===== config.mk =====
export PLATFORM = sky130hd
export DESIGN_NAME = serin_chain_ctrl
export DESIGN_NICKNAME = d
export VERILOG_FILES = /design/src/rtl/serin_pkg.sv /design/src/rtl/serin_pace.sv /design/src/rtl/serin_gather.sv /design/src/rtl/serin_seq.sv /design/src/rtl/serin_chain_ctrl.sv
export SDC_FILE = /design/constraint.sdc
export NUM_CORES = 1
export LEC_CHECK = 0
export ABC_AREA = 1
export BUFFER_PORTS_ARGS = -buffer_cell sky130_fd_sc_hd__clkbuf_2
export CORE_MARGIN = 2
export CORE_UTILIZATION = 58
export DETAILED_ROUTE_END_ITERATION = 10
export HOLD_SLACK_MARGIN = 0.03
export PLACE_DENSITY = 0.88
export SYNTH_ARGS = -nofsm -noshare
export SYNTH_HDL_FRONTEND = slang
export SYNTH_SLANG_ARGS = --single-unit

===== constraint.sdc =====
create_clock -name clk -period 6.35 [get_ports clk]
set_input_delay 1.27 -clock clk [delete_from_list [all_inputs] [get_ports clk]]
set_output_delay 1.27 -clock clk [all_outputs]
set_load 0.1 [all_outputs]

===== src/rtl/serin_pkg.sv =====
package serin_pkg;
  typedef enum logic [2:0] {
    ST_IDLE,
    ST_LOAD,
    ST_GAP,
    ST_LOW,
    ST_HIGH,
    ST_DONE
  } seq_state_e;
endpackage


===== src/rtl/serin_pace.sv =====
// Phase timer: counts cycles spent in the current pin level.
module serin_pace #(
  parameter int unsigned HOLD = 2
) (
  input  logic clk,
  input  logic rst_n,
  input  logic run_i,
  input  logic adv_i,
  output logic last_o
);
  localparam int TW = (HOLD > 1) ? $clog2(HOLD) : 1;

  logic [TW-1:0] cnt_q, cnt_d;

  always_comb begin
    if (!run_i || adv_i) cnt_d = '0;
    else                 cnt_d = cnt_q + 1'b1;
  end

  always_ff @(posedge clk or negedge rst_n) begin
    if (!rst_n) cnt_q <= '0;
    else        cnt_q <= cnt_d;
  end

  assign last_o = (cnt_q == TW'(HOLD - 1));
endmodule


===== src/rtl/serin_gather.sv =====
// Collects sampled bits into byte slots and holds the committed result.
module serin_gather #(
  parameter int unsigned MAX_BYTES = 8,
  localparam int DW = 8 * MAX_BYTES,
  localparam int BW = $clog2(DW)
) (
  input  logic          clk,
  input  logic          rst_n,
  input  logic          clear_i,
  input  logic          sample_i,
  input  logic          commit_i,
  input  logic [BW-1:0] bit_idx_i,
  input  logic          bit_i,
  output logic [DW-1:0] data_o
);
  logic [DW-1:0] work_q, work_d;
  logic [DW-1:0] res_q;
  logic [BW-1:0] pos;

  // first bit of each byte lands in bit 7 of that byte
  assign pos = bit_idx_i ^ BW'(7);

  always_comb begin
    work_d = work_q;
    if (clear_i)       work_d = '0;
    else if (sample_i) work_d[pos] = bit_i;
  end

  always_ff @(posedge clk or negedge rst_n) begin
    if (!rst_n) work_q <= '0;
    else        work_q <= work_d;
  end

  always_ff @(posedge clk or negedge rst_n) begin
    if (!rst_n)        res_q <= '0;
    else if (commit_i) res_q <= work_q;
  end

  assign data_o = res_q;
endmodule


===== src/rtl/serin_seq.sv =====
// Read sequencer: load strobe, gap, then clock low/high per bit.
module serin_seq
  import serin_pkg::*;
#(
  parameter int unsigned MAX_BYTES     = 8,
  parameter bit          CLK_ACT_HIGH  = 1'b1,
  parameter bit          LOAD_ACT_HIGH = 1'b1,
  localparam int CW = $clog2(MAX_BYTES + 1),
  localparam int BW = $clog2(8 * MAX_BYTES)
) (
  input  logic          clk,
  input  logic          rst_n,
  input  logic          start_i,
  input  logic          go_ok_i,
  input  logic [CW-1:0] count_i,
  input  logic          last_i,
  output logic          run_o,
  output logic          adv_o,
  output logic          sample_o,
  output logic          clear_o,
  output logic          commit_o,
  output logic [BW-1:0] bit_idx_o,
  output logic          busy_o,
  output logic          done_o,
  output logic          ser_clk_o,
  output logic          ser_load_o
);
  localparam logic CK_ON = CLK_ACT_HIGH;
  localparam logic LD_ON = LOAD_ACT_HIGH;

  seq_state_e    state_q, state_d;
  logic [BW-1:0] bit_q, bit_d, top_q, top_d, top_new;
  logic          ck_q, ck_d, ld_q, ld_d;
  int unsigned   n_sel;

  always_comb begin
    if (count_i == '0)                  n_sel = 1;
    else if (count_i > CW'(MAX_BYTES))  n_sel = MAX_BYTES;
    else                                n_sel = int'(count_i);
    top_new = BW'(n_sel * 8 - 1);
  end

  always_comb begin
    state_d  = state_q;
    bit_d    = bit_q;
    top_d    = top_q;
    adv_o    = 1'b0;
    sample_o = 1'b0;
    clear_o  = 1'b0;
    commit_o = 1'b0;
    case (state_q)
      ST_IDLE: if (start_i && go_ok_i) begin
        state_d = ST_LOAD;
        clear_o = 1'b1;
        bit_d   = '0;
        top_d   = top_new;
      end
      ST_LOAD: if (last_i) begin
        adv_o   = 1'b1;
        state_d = ST_GAP;
      end
      ST_GAP: if (last_i) begin
        adv_o   = 1'b1;
        state_d = ST_LOW;
      end
      ST_LOW: if (last_i) begin
        adv_o    = 1'b1;
        sample_o = 1'b1;
        state_d  = ST_HIGH;
      end
      ST_HIGH: if (last_i) begin
        adv_o = 1'b1;
        if (bit_q == top_q) begin
          state_d  = ST_DONE;
          commit_o = 1'b1;
        end else begin
          bit_d   = bit_q + 1'b1;
          state_d = ST_LOW;
        end
      end
      ST_DONE: state_d = ST_IDLE;
      default: state_d = ST_IDLE;
    endcase
    ck_d = (state_d == ST_HIGH) ? CK_ON : ~CK_ON;
    ld_d = (state_d == ST_LOAD) ? LD_ON : ~LD_ON;
  end

  always_ff @(posedge clk or negedge rst_n) begin
    if (!rst_n) begin
      state_q <= ST_IDLE;
      bit_q   <= '0;
      top_q   <= '0;
      ck_q    <= ~CK_ON;
      ld_q    <= ~LD_ON;
    end else begin
      state_q <= state_d;
      bit_q   <= bit_d;
      top_q   <= top_d;
      ck_q    <= ck_d;
      ld_q    <= ld_d;
    end
  end

  assign run_o      = (state_q != ST_IDLE) && (state_q != ST_DONE);
  assign busy_o     = run_o;
  assign done_o     = (state_q == ST_DONE);
  assign bit_idx_o  = bit_q;
  assign ser_clk_o  = ck_q;
  assign ser_load_o = ld_q;
endmodule


===== src/rtl/serin_chain_ctrl.sv =====
module serin_chain_ctrl #(
  parameter int unsigned MAX_BYTES     = 8,
  parameter int unsigned EDGE_WAIT     = 2,
  parameter bit          CLK_ACT_HIGH  = 1'b1,
  parameter bit          LOAD_ACT_HIGH = 1'b1,
  parameter bit          DATA_INVERT   = 1'b0,
  parameter bit          SHARE_BOTH    = 1'b0,
  localparam int CW = $clog2(MAX_BYTES + 1),
  localparam int DW = 8 * MAX_BYTES,
  localparam int BW = $clog2(DW)
) (
  input  logic          clk,
  input  logic          rst_n,
  input  logic          start_i,
  input  logic [CW-1:0] count_i,
  input  logic          out_done_i,
  input  logic          ser_data_i,
  output logic          busy_o,
  output logic          done_o,
  output logic [DW-1:0] data_o,
  output logic          ser_clk_o,
  output logic          ser_load_o
);
  logic          rst_meta, rst_core;
  logic          run, adv, last, sample, clear, commit;
  logic [BW-1:0] bit_idx;
  logic          go_ok, tok_pend, tok_d, bit_in;

  // asynchronous assert, synchronous release
  always_ff @(posedge clk or negedge rst_n) begin
    if (!rst_n) begin
      rst_meta <= 1'b0;
      rst_core <= 1'b0;
    end else begin
      rst_meta <= 1'b1;
      rst_core <= rst_meta;
    end
  end

  generate
    if (SHARE_BOTH) begin : g_token
      logic tok_q;
      assign tok_d = (tok_q & ~clear) | out_done_i;
      always_ff @(posedge clk or negedge rst_core) begin
        if (!rst_core) tok_q <= 1'b0;
        else           tok_q <= tok_d;
      end
      assign tok_pend = tok_q;
      assign go_ok    = tok_q;
    end else begin : g_free
      assign tok_d    = 1'b0;
      assign tok_pend = 1'b0;
      assign go_ok    = 1'b1;
    end
  endgenerate

  assign bit_in = ser_data_i ^ DATA_INVERT;

  serin_pace #(.HOLD(EDGE_WAIT)) u_pace (
    .clk(clk), .rst_n(rst_core), .run_i(run), .adv_i(adv), .last_o(last)
  );

  serin_seq #(
    .MAX_BYTES(MAX_BYTES), .CLK_ACT_HIGH(CLK_ACT_HIGH), .LOAD_ACT_HIGH(LOAD_ACT_HIGH)
  ) u_seq (
    .clk(clk), .rst_n(rst_core), .start_i(start_i), .go_ok_i(go_ok),
    .count_i(count_i), .last_i(last), .run_o(run), .adv_o(adv),
    .sample_o(sample), .clear_o(clear), .commit_o(commit), .bit_idx_o(bit_idx),
    .busy_o(busy_o), .done_o(done_o), .ser_clk_o(ser_clk_o), .ser_load_o(ser_load_o)
  );

  serin_gather #(.MAX_BYTES(MAX_BYTES)) u_gather (
    .clk(clk), .rst_n(rst_core), .clear_i(clear), .sample_i(sample),
    .commit_i(commit), .bit_idx_i(bit_idx), .bit_i(bit_in), .data_o(data_o)
  );
endmodule


Yosys cells after proc, flatten, opt, wreduce, memory -nomap -nowiden
Cells that the tools add are included.
{"block": "word_totals", "register_bits": 148, "input_bits": 9, "output_inout_bits": 68, "elab_cells": 70}
{"block": "op_classes", "addsub": 3, "magnitude_cmp": 3, "n_eq_ne": 12, "mux": 29, "n_bitwise": 1, "n_reduce_logical": 12}
{"op": "$mux 64", "n": 2}
{"op": "$bwmux 64", "n": 1}
{"op": "$mux 3", "n": 8}
{"op": "$mux 6", "n": 3}
{"op": "$pmux 3 s5", "n": 1}
{"op": "$mux 1", "n": 12}
{"op": "$pmux 6 s2", "n": 1}
{"op": "$eq 3x3->1 const B", "n": 3}
{"op": "$lt 6x7->1 const B", "n": 1}
{"op": "$add 6x1->6 const B", "n": 1}
{"op": "$demux 1 s6", "n": 1}
{"op": "$eq 3x1->1 const B", "n": 2}
{"op": "$eq 3x2->1 const B", "n": 2}
{"op": "$eq 6x6->1", "n": 1}
{"op": "$ge 6x1->1 const B", "n": 1}
{"op": "$sub 6x1->6 const B", "n": 1}
{"op": "$gt 4x4->1 const B", "n": 1}
{"op": "$logic_not 4->1", "n": 1}
{"op": "$ne 2x2->1 const B", "n": 2}
{"op": "$reduce_and 4->1", "n": 1}
{"op": "$reduce_bool 2->1", "n": 2}
{"op": "$reduce_or 4->1", "n": 1}
{"op": "$logic_not 3->1", "n": 1}
{"op": "$ne 3x3->1 const B", "n": 1}
{"op": "8 further kinds", "n": 9}

Longest topological paths before layout
{"block": "depth", "ltp_word": 8, "depth_mapped": 11, "ltp_nobuf": 9}

By module
A second synthesis with hierarchy kept.
{"block": "unflattened", "hier_cells": 738, "hier_area_um2": 6901.6}
{"module": "serin_gather", "instances": 1, "cells_each": 578, "area_each_um2": 5713.0, "seq_area_each_um2": 3203.1}
{"module": "serin_seq", "instances": 1, "cells_each": 153, "area_each_um2": 1096.1, "seq_area_each_um2": 375.4}
{"module": "serin_chain_ctrl", "instances": 1, "cells_each": 3, "area_each_um2": 53.8, "seq_area_each_um2": 50.0}
{"module": "serin_pace", "instances": 1, "cells_each": 4, "area_each_um2": 38.8, "seq_area_each_um2": 25.0}

Worst setup path after synthesis
No wires, ideal clock.
{"block": "synth_path", "path_kind": "reg-to-output", "start": "reg u_seq.state_q[0]", "end": "out busy_o", "arrival_ns": 3.880, "t_required_ns": 5.080, "path_slack_ns": 1.200, "path_stages_with_launch": 4, "path_buffers": 0, "path_cell_list": "dfrtp_1 -> inv_1 -> nor3_1 -> nor2_1"}
{"block": "synth_via", "elab_chain_cells": 2, "elab_cells_between_ends": 3, "cone_classes": "eq/ne: 1; reduce/logical: 2"}
{"element": "start, declared", "line_no": "serin_seq.sv:31", "text": "seq_state_e state_q, state_d;"}
{"element": "start signal, assigned", "line_no": "serin_seq.sv:96", "text": "state_q <= state_d;"}
{"element": "$ne 3x3->1 / $reduce_bool 3->1 (equally long branches)", "line_no": "serin_seq.sv:104", "text": "assign run_o = (state_q != ST_IDLE) && (state_q != ST_DONE);"}
{"element": "$logic_and 1x1->1 *", "line_no": "serin_seq.sv:104"}
{"element": "end, declared", "line_no": "serin_chain_ctrl.sv:18", "text": "output logic busy_o,"}
Mark *: on every way between the ends. The rest lies on a longest branch, timed or not.

Final worst setup path
{"block": "layout_path", "start": "reg u_seq.bit_q[0] (netlist: u_seq.bit_idx_o[0])", "end": "reg u_gather.res_q[0] (netlist: u_gather.data_o[0])"}
{"block": "layout_via", "elab_chain_cells": 4}
{"element": "start, declared", "line_no": "serin_seq.sv:32", "text": "logic [BW-1:0] bit_q, bit_d, top_q, top_d, top_new;"}
{"element": "start signal, assigned", "line_no": "serin_seq.sv:97", "text": "bit_q <= bit_d;"}
{"element": "$eq 6x6->1", "line_no": "serin_seq.sv:73", "text": "if (bit_q == top_q) begin"}
{"element": "$mux 1", "line_no": "serin_seq.sv:73"}
{"element": "$mux 1", "line_no": "serin_seq.sv:71", "text": "ST_HIGH: if (last_i) begin"}
{"element": "$mux 1", "line_no": "serin_seq.sv:51", "text": "case (state_q)"}
{"element": "end signal, assigned", "line_no": "serin_gather.sv:36", "text": "else if (commit_i) res_q <= work_q;"}
{"element": "end, declared", "line_no": "serin_gather.sv:17", "text": "logic [DW-1:0] res_q;"}
No other way between the ends.
A chain may end at the register's enable or synchronous reset.

==> summary.txt <==
Status
  – Outcome: finished, final reports clean

Worst hold path
  – Hold crit path type: reg -> reg

Timing
  – Peak Freq: 326 MHz
  – Fin. Hold Viols: 0
  – Count of final setup violators: 0
  – Post-layout minimum cycle time: 3070 ps
  – Final TNS setup: 0 ps
  – Max-slew violations: 0
  – Clock skew: 5.60 ps
  – Unrepaired setup endpoints after global routing: no
  – Final Cycle Share: 0.483
  – Tightest Pin Transition: 1220 ps
  – Slew Limit Headroom: 0.185

Setup path
  – CP Data Arrival Time: 3380 ps
  – Worst path bufs/invs: 1
  – Critical Path RT: 6660 ps
  – Crit path cell chain: inv_1 > nand3_1 > nand2_1 > nand3_2 > nor2_4 > nand2_4 > nand2_1 > o21ai_2
  – Critical Path Max Stage Delay: 800 ps
  – Worst Path Class, Setup: reg -> reg
  – Crit Path Max Fanout: 126
  – Delay-heaviest family, CP: simple AND/OR/NAND/NOR gates
  – CP Launch Type: flip-flop
  – Cell mode on critical path: nand2_1
  – Slowest-stage cell, CP: nand2_4
  – CP Capture Type: flip-flop

Finish
  – Fin area: 7560 µm²
  – Layout Area Growth over Synthesis: 14.8%
  – Non-filler instance count after layout: 1009
  – Share of cells above drive strength 1: 0.142
  – Filler instances: 851
  – Antenna Cells: 0
  – # nets final: 867

Logic synthesis
  – Most used flip-flop cell after synthesis: dfrtp_1
  – Most numerous cell in the Yosys netlist: o21ai_0
  – Synth Cell Area: 6590 µm²
  – Synth Instances: 797
  – Asr flop ratio synth: 1.00
  – Number of synthesized flops with an enable pin: 0
  – Top cell type by total area after synthesis: dfrtp_1
  – Top cells by instance count after synthesis: o21ai_0 (154), inv_1 (148), dfrtp_1 (146), nand2_1 (146), nor2_1 (48)
  – Flops & latches, synth: 146
  – Synth top area cells: dfrtp_1 (55%), o21ai_0 (12%), inv_1 (8.4%), nand2_1 (8.3%), o21ai_1 (2.7%)
  – Mean Syn Cell Area: 8.27 µm²
  – Synth top area share: 0.555
  – Yosys cell types: 28
  – Sequential area share after synthesis: 0.555
  – Syn nets: 808
  – Yosys warnings: 0

Routing
  – Via density: 5.56
  – Mean routed wirelength per cell: 15.2 µm
  – Drt total wl: 15.4 mm
  – Routed vias: 5613
  – TritonRoute pass-1 iters: 5
  – Drt drc: 0
  – 1st-iter DRT viols: 784
  – Post-route ant nets: 0

Clock network
  – TritonCTS clock tree: yes
  – CTS max path bufs: 2
  – Clock Sinks: 146
  – Post-cts resize count: 0
  – Root Driver: clkbuf_16
  – Hold_buf cts: 0
  – Cts bufs inserted: 17
  – Later-pin clock latency in the skew report: 410 ps
  – Post-CTS Setup Bufs: 0
  – H-tree depth: 4
  – Clock transition at the registers of the reported paths: 60 ps

Floorplan
  – Die area: 12200 µm²
  – Row cnt: 38
  – Die width: 111 µm
  – I/O Pins: 77
  – Core Region: 11000 µm²
  – Initial Util: 0.600
  – Chip Height: 111 µm

Power
  – Sw Ratio: 0.218
  – Clock group share of total power: 0.493
  – Maximum VDD drop: 0.179 mV
  – Overall power: 2020 µW
  – Pleak: 0.00393 µW
  – Logic pwr share: 0.030
  – Internal: 1580 µW
  – P_sw: 440 µW
  – PwrDens: 268 nW/µm²
  – Register share of total power: 0.477

GRT
  – Total track usage: 0.259
  – Vias in the first global route: 5475
  – First-pass GRT wire length: 26.0 mm
  – Total global routing overflow: 0
  – Pin count of the biggest net entering global routing: 127
  – Initial antenna violation count: 0

Placed design
  – Routability Congestion: 0.853
  – Buffers on Ports: 75
  – Hpwl dp: 9.04 mm
  – Placed insts: 977
  – Dpl cell area: 6970 µm²

Job
  – Max-cap violations: 0
[placed cells by master, fill, tap and decap left out, drive strengths merged]
cell type  instances
or2                1
clkinvlp           3
buf                3
inv              150
o21ai            194
nand2            147
clkinv             8
a22oi              1
nand3b             1
xnor2              1
a21oi              8
nor2              51
xor2               3
nand3             29
clkbuf            93
o31ai              1
a211oi             1
nand4             16
nor3               6
ha                 2
dfrtp            146
bufinv             3
conb               1
[registers in the layout, indices dropped and copies added, names as in the netlist]
register          count
u_gather.work_q      64
u_seq.state_q         3
rst_meta              1
u_seq.ser_load_o      1
u_seq.top_q           4
u_seq.bit_idx_o       6
u_pace.last_o         1
u_seq.ser_clk_o       1
u_gather.data_o      64
rst_core              1
[worst paths after layout]
path	startpoint	to	slack (ps)	depth (start not counted)
min reg2reg	rst_meta	rst_core	350	0
max	u_seq.bit_idx_o[0]	u_gather.data_o[0]	3280	8
min	rst_meta	rst_core	350	0
min in group asynchronous	rst_core	u_gather.data_o[16]	480	0
max in group asynchronous	rst_core	u_gather.work_q[16]	4410	1
max reg2reg	u_seq.bit_idx_o[0]	u_gather.data_o[0]	3280	8
[cell type report]
class	count	area, µm²	share of cell area
timing repair buffer	78	398	0.0526
sequential	146	3660	0.484
tap	140	175	0.0232
clock inverter	14	164	0.0217
multi-input combinational	463	2170	0.288
clock buffer	18	429	0.0568
inverter	150	563	0.0745
[worst register-to-register path: stages (launching register included)]
cell and delay, ps:
dfrtp_1 780, inv_1 450, nand3_1 220, nand2_1 80, nand3_2 110, nor2_4 70, nand2_4 800, nand2_1 340
o21ai_2 120
[cell families (layout without fill, tap and decap cells)]
kind of cell,after synthesis,in the layout,synth area share
AND/OR/NAND/NOR,251,251,0.161
AO/OA/AOI/OAI,205,205,0.159
buffers and inverters,188,260,0.115
flip-flops,146,146,0.555
XOR/XNOR,4,4,0.00532
adder cells (fa/ha/maj),2,2,0.00380
other,1,1,0.000569
[power groups by stage]
stage | Combinational [µW] | Sequential, µW | Clock (µW)
after global routing | 71.6 | 968 | 1050
after floorplan | 36.2 | 985 | 0
after global placement | 55.9 | 981 | 0
after CTS | 61.2 | 966 | 1000
final | 61.6 | 966 | 998
after detailed placement | 59.1 | 983 | 0
[stage by stage]
stage / hold WS, ps / utilization / setup slack, ps
CTS: 355 / 0.688 / 3360
floorplan: 331 / - / 1200
detailed placement: 343 / 0.634 / 3060
global route: 367 / 0.688 / 3090
global placement: 337 / 0.634 / 3100
finish: 353 / 0.688 / 3280
[layer usage]
metal / vias up / wire length (µm) / share of wire / global-route usage
met5: - / 0 / 0 / 0
met4: 0 / 552 / 0.036 / 0.118
met3: 66 / 1240 / 0.081 / 0.0521
met2: 271 / 7340 / 0.48 / 0.416
met1: 2643 / 6240 / 0.41 / 0.343
li1: 2633 / - / - / -
(Power assumes the default switching activity.)
